## src/rtl/irq_ack_pkg.sv

```systemverilog
package irq_ack_pkg;

    typedef enum logic [1:0] {
        ST_IDLE,
        ST_REQ,
        ST_ACK,
        ST_HOLD
    } ack_st_e;

endpackage

```

## src/rtl/irq_prio_enc.sv

```systemverilog
module irq_prio_enc #(
    parameter int NLVL = 7,
    parameter int LW   = 3
) (
    input  logic [NLVL-1:0] req_n,
    output logic [LW-1:0]   top_lvl,
    output logic            any_req
);

    always_comb begin
        top_lvl = '0;
        for (int i = 0; i < NLVL; i++) begin
            if (!req_n[i]) top_lvl = LW'(i + 1);
        end
        any_req = |(~req_n);
    end

endmodule

```

## src/rtl/ack_timer.sv

```systemverilog
module ack_timer #(
    parameter int TMO = 16
) (
    input  logic clk,
    input  logic rst_n,
    input  logic run,
    output logic expire
);

    localparam int CW = $clog2(TMO + 1);

    logic [CW-1:0] cnt_d, cnt_q;

    always_comb begin
        cnt_d  = run ? cnt_q + CW'(1) : '0;
        expire = run && (cnt_q == CW'(TMO - 1));
    end

    always_ff @(posedge clk or negedge rst_n) begin
        if (!rst_n) cnt_q <= '0;
        else        cnt_q <= cnt_d;
    end

endmodule

```

## src/rtl/irq_ack_ctrl.sv

```systemverilog
module irq_ack_ctrl
    import irq_ack_pkg::*;
#(
    parameter int NLVL = 7,
    parameter int VW   = 8,
    parameter int TMO  = 16,
    localparam int LW  = $clog2(NLVL + 1),
    localparam int HW  = 1 + LW + VW
) (
    input  logic            clk,
    input  logic            rst_n,
    input  logic [NLVL-1:0] irq_n,
    output logic            bus_req,
    input  logic            bus_grant,
    output logic            ack_n,
    output logic [LW-1:0]   ack_lvl,
    input  logic            dtack_n,
    input  logic [VW-1:0]   vec_in,
    input  logic            host_rd,
    output logic [HW-1:0]   host_vec,
    output logic            host_irq
);

    typedef struct packed {
        ack_st_e       st;
        logic [LW-1:0] lvl;
        logic [VW-1:0] vec;
        logic          err;
    } ctl_t;

    ctl_t          ctl_d, ctl_q;
    logic [LW-1:0] enc_lvl;
    logic          enc_any;
    logic          tmr_exp;

    irq_prio_enc #(.NLVL(NLVL), .LW(LW)) u_enc (
        .req_n   (irq_n),
        .top_lvl (enc_lvl),
        .any_req (enc_any)
    );

    ack_timer #(.TMO(TMO)) u_tmr (
        .clk    (clk),
        .rst_n  (rst_n),
        .run    (ctl_q.st == ST_ACK),
        .expire (tmr_exp)
    );

    always_comb begin
        ctl_d = ctl_q;
        unique case (ctl_q.st)
            ST_IDLE: begin
                if (enc_any) ctl_d.st = ST_REQ;
            end
            ST_REQ: begin
                if (bus_grant) begin
                    if (enc_any) begin
                        ctl_d.st  = ST_ACK;
                        ctl_d.lvl = enc_lvl;
                    end else begin
                        ctl_d.st = ST_IDLE;
                    end
                end
            end
            ST_ACK: begin
                if (!dtack_n) begin
                    ctl_d.st  = ST_HOLD;
                    ctl_d.vec = vec_in;
                    ctl_d.err = 1'b0;
                end else if (tmr_exp) begin
                    ctl_d.st  = ST_HOLD;
                    ctl_d.vec = '0;
                    ctl_d.err = 1'b1;
                end
            end
            ST_HOLD: begin
                if (host_rd) ctl_d.st = ST_IDLE;
            end
            default: ctl_d.st = ST_IDLE;
        endcase
    end

    always_ff @(posedge clk or negedge rst_n) begin
        if (!rst_n) ctl_q <= '{st: ST_IDLE, lvl: '0, vec: '0, err: 1'b0};
        else        ctl_q <= ctl_d;
    end

    always_comb begin
        bus_req  = (ctl_q.st == ST_REQ) || (ctl_q.st == ST_ACK);
        ack_n    = (ctl_q.st != ST_ACK);
        ack_lvl  = ctl_q.lvl;
        host_irq = (ctl_q.st == ST_HOLD);
        host_vec = {ctl_q.err, ctl_q.lvl, ctl_q.vec};
    end

    // ---------------- assertions ----------------
    logic [NLVL-1:0] irq_prev;
    logic [31:0]     ack_run;

    always_ff @(posedge clk or negedge rst_n) begin
        if (!rst_n) begin
            irq_prev <= '1;
            ack_run  <= '0;
        end else begin
            irq_prev <= irq_n;
            ack_run  <= ack_n ? 32'd0 : ack_run + 32'd1;
        end
    end

    a_r2_master_held: assert property (@(posedge clk) disable iff (!rst_n)
        !ack_n |-> bus_req);

    a_r3_lvl_stable: assert property (@(posedge clk) disable iff (!rst_n)
        (!ack_n && !$past(ack_n)) |-> $stable(ack_lvl));

    a_r3_highest: assert property (@(posedge clk) disable iff (!rst_n)
        $fell(ack_n) |-> ((ack_lvl != '0) && (((~irq_prev) >> ack_lvl) == '0)
                          && (irq_prev[ack_lvl - LW'(1)] == 1'b0)));

    a_r6_bounded: assert property (@(posedge clk) disable iff (!rst_n)
        !ack_n |-> (ack_run < 32'(TMO)));

    a_r7_hold: assert property (@(posedge clk) disable iff (!rst_n)
        (host_irq && !host_rd) |=> (host_irq && $stable(host_vec)));

    a_r7_quiet: assert property (@(posedge clk) disable iff (!rst_n)
        host_irq |-> (ack_n && !bus_req));

endmodule

```

## config.mk

```make
export PLATFORM = sky130hd
export DESIGN_NAME = irq_ack_ctrl
export DESIGN_NICKNAME = d
export VERILOG_FILES = /design/src/rtl/irq_ack_pkg.sv /design/src/rtl/irq_prio_enc.sv /design/src/rtl/ack_timer.sv /design/src/rtl/irq_ack_ctrl.sv
export SDC_FILE = /design/constraint.sdc
export NUM_CORES = 1
export LEC_CHECK = 0
export BUFFER_PORTS_ARGS = -buffer_cell sky130_fd_sc_hd__buf_2
export CAP_MARGIN = 10
export CORE_ASPECT_RATIO = 1.1
export CORE_MARGIN = 2
export CORE_UTILIZATION = 40
export DETAILED_ROUTE_END_ITERATION = 8
export PLACE_DENSITY = 0.7
export SYNTH_ARGS = -nofsm -noshare
export SYNTH_HDL_FRONTEND = slang
export SYNTH_SLANG_ARGS = --single-unit
```

## constraint.sdc

```tcl
create_clock -name clk -period 2.45 [get_ports clk]
set_clock_uncertainty 0.15 [all_clocks]
set_input_delay 0.735 -clock clk [delete_from_list [all_inputs] [get_ports clk]]
set_output_delay 0.735 -clock clk [all_outputs]
set_load 0.01 [all_outputs]
```

==> impl_metrics.py <==
metrics = {
    "routing": {
        "dr.pass1.iters": 4,
        "routedWlPerCell_um": 12.7,
        "viasPerCell": 5.05,
        "drtIter0Drc": 15,
        "drc": 0,
        "drt_wl_total_mm": 1.87,
        "ant_nets": 0,
        "via_count": 743,
    },
    "die": {
        "num_rows": 19,
        "initial_utilization_pct": 41.2,
        "dieWidth_um": 51.9,
        "die-area_um2": 2940,
        "coreArea_um2": 2450,
        "die_h_um": 56.7,
        "ios": 38,
    },
    "global_routing": {
        "overflow": 0,
        "grt_max_degree": 20,
        "grt_pass1_wl_mm": 3.04,
        "grt_pass1_vias": 723,
        "grtUsageTotal_pct": 14.2,
        "antenna_found_initial": 0,
    },
    "cells_and_area": {
        "nNetsFinal": 144,
        "fin_area_um2": 1150,
        "final_layout_size_suffix_gt1_share_pct": 39.7,
        "fillCellCount": 252,
        "fin_cells": 147,
        "diodes": 0,
        "syn2layout_area_growth_pct": 13.6,
    },
    "yosys": {
        "seq_area_frac_synth_pct": 47.1,
        "synth_top_area_cell": "dfrtp_1",
        "netlist_top_cells_area": "dfrtp_1 47%, buf_4 11%, ha_1 8.7%",
        "synth_top_area_share_pct": 47.1,
        "yosysUniqueCellTypes": 29,
        "synthCells": 91,
        "ys_warn_count": 0,
        "ys_ff_latch": 19,
        "avgSynthCellArea_um2": 11.1,
        "syn_area_um2": 1010,
        "synth_nets": 118,
    },
    "cts": {
        "cts_resized": 0,
        "post_cts_buffers": 0,
        "cts_tree": "yes",
        "hold_buffers": 0,
        "htreeDepth": 1,
        "clk_path_buf_depth": 2,
        "cts_root_buf": "clkbuf_4",
        "clk_pin_slew_ns": 0.11,
        "clock_latency_ns": 0.30,
        "numClockSinks": 19,
        "cts_buffers": 3,
    },
    "timing": {
        "slew_viol_final": 0,
        "worstMarginPinSlew_ns": 0.414,
        "max_slew_margin_pct": 72.4,
        "setup_violations": 0,
        "min_period_ns": 2.29,
        "fin_crit_sh_pct": 93.4,
        "whs_ns": 0.195,
        "setup_tns_ns": 0,
        "hold_viol": 0,
        "max_freq_mhz": 437,
        "rsz0062_at_grt": "false",
    },
    "power": {
        "ir_drop_v": 0.000536,
        "leakagePower_nw": 0.603,
        "power_per_cell_area_nw_per_um2": 1010,
    },
    "min_path": {
        "hold_class": "input port to async pin",
    },
    "critical_path": {
        "crit_required_ns": 1.56,
        "critPathArrivalTime_ns": 1.40,
        "critical_path.startpoint": "ctl_q[12]",
        "crit_path_start_kind": "flop",
        "regToRegStartpoint": "u_tmr.cnt_q[0]",
        "worst_setup_path_end_kind": "primary output",
        "critPathKind": "flop to primary output",
        "crit_fanout": 6,
    },
    "placed_design": {
        "place_area_um2": 1120,
        "port_buffers": 37,
        "place.gp.congestion": 0.629,
        "dpl.hpwl_mm": 1.44,
        "place_inst": 143,
    },
    "outcome": {
        "outcome": "complete, no violations",
    },
    "job": {
        "maxCapViolCount": 0,
    },
}
==> worst max-delay path: stages (launching register included) <==
cell and delay, ns:
dfrtp_1 0.44, inv_1 0.14, ha_2 0.25, inv_1 0.12, buf_2 0.16
==> area by class of cell <==
| cell class | instances | area [um2] | share of cell area [%] |
|---|---|---|---|
| clock buffer | 3 | 22.5 | 1.96 |
| clock inverter | 1 | 5.00 | 0.436 |
| inverter | 8 | 30.0 | 2.62 |
| multi-input combinational | 48 | 390 | 34.0 |
| sequential | 19 | 475 | 41.4 |
| tap | 31 | 38.8 | 3.38 |
| timing repair buffer | 37 | 185 | 16.1 |
==> power by group <==
group | internal [W] | switching (W)
Sequential | 0.000422 | 0.0000737
Combinational | 0.000244 | 0.000263
Clock | 0.0000609 | 0.000100
==> state kept, by name, indices dropped and copies added (netlist names), named ones only <==
| signal | count |
|---|---|
| u_tmr.cnt_q | 5 |
| host_vec | 9 |
| ack_lvl | 3 |
| ctl_q | 1 |
==> synthesized netlist by cell type, drive strengths merged <==
library cell / number
o311a: 1
clkbuf: 1
nor2b: 1
buf: 15
mux2: 2
nand2: 1
o211ai: 1
ha: 7
dfrtp: 19
and2: 1
nand2b: 2
o21ai: 2
a41oi: 1
and3: 1
inv: 8
a222oi: 1
mux2i: 1
xnor2: 1
a21boi: 1
nand3: 2
nand4: 2
xor2: 1
nor2: 9
a31oi: 1
a21oi: 1
a22o: 8
==> per-layer routing <==
| layer | vias to the layer above | wire (um) | share of wire (%) | global-route usage [%] |
|---|---|---|---|---|
| met4 | 0 | 24 | 1.3 | 6.02 |
| met1 | 357 | 770 | 41 | 16.1 |
| li1 | 353 | - | - | - |
| met3 | 2 | 140 | 7.5 | 3.99 |
| met5 | - | 0 | 0 | 0 |
| met2 | 31 | 938 | 50 | 24.2 |
==> kinds of logic (layout without fill, tap and decap cells) <==
family / after synthesis / after routing / share of synthesized area, %
compound gates: 17 / 17 / 14.5
xor+xnor: 2 / 2 / 1.74
fa+ha+maj: 7 / 7 / 8.67
buf+inv: 24 / 49 / 14.5
flops: 19 / 19 / 47.1
mux: 3 / 3 / 3.59
simple gates: 19 / 19 / 9.91
==> worst paths after layout <==
path	end	slack, ns	cells past startpoint
setup / recovery	ack_n	0.16	4
hold / removal	async pin	0.20	1
setup reg to reg	flop	0.42	7
hold reg to reg	u_tmr.cnt_q[0]	0.32	1
max in group asynchronous	u_tmr.cnt_q[2]	1.66	1
min in group clk	u_tmr.cnt_q[0]	0.32	1
==> through the flow <==
| step | util [%] | worst slack [ns] | total power, W |
|---|---|---|---|
| floorplan | - | 0.632 | 0.000950 |
| global placement | 45.6 | 0.427 | 0.000998 |
| detailed placement | 45.6 | 0.377 | 0.00101 |
| CTS | 46.8 | 0.0647 | 0.00118 |
| global route | 46.9 | 0.0594 | 0.00126 |
| finish | 46.9 | 0.161 | 0.00116 |
==> cells in the final DEF, fill, tap and decap left out, types with 2 or more instances in the layout <==
| cell | count |
|---|---|
| a22o_1 | 8 |
| buf_2 | 37 |
| clkbuf_4 | 3 |
| dfrtp_1 | 19 |
| ha_1 | 6 |
| inv_1 | 8 |
| nand2b_1 | 2 |
| nand3_1 | 2 |
| nor2_1 | 8 |
| o21ai_0 | 2 |
Note: power is estimated with default switching activity, not from simulation.
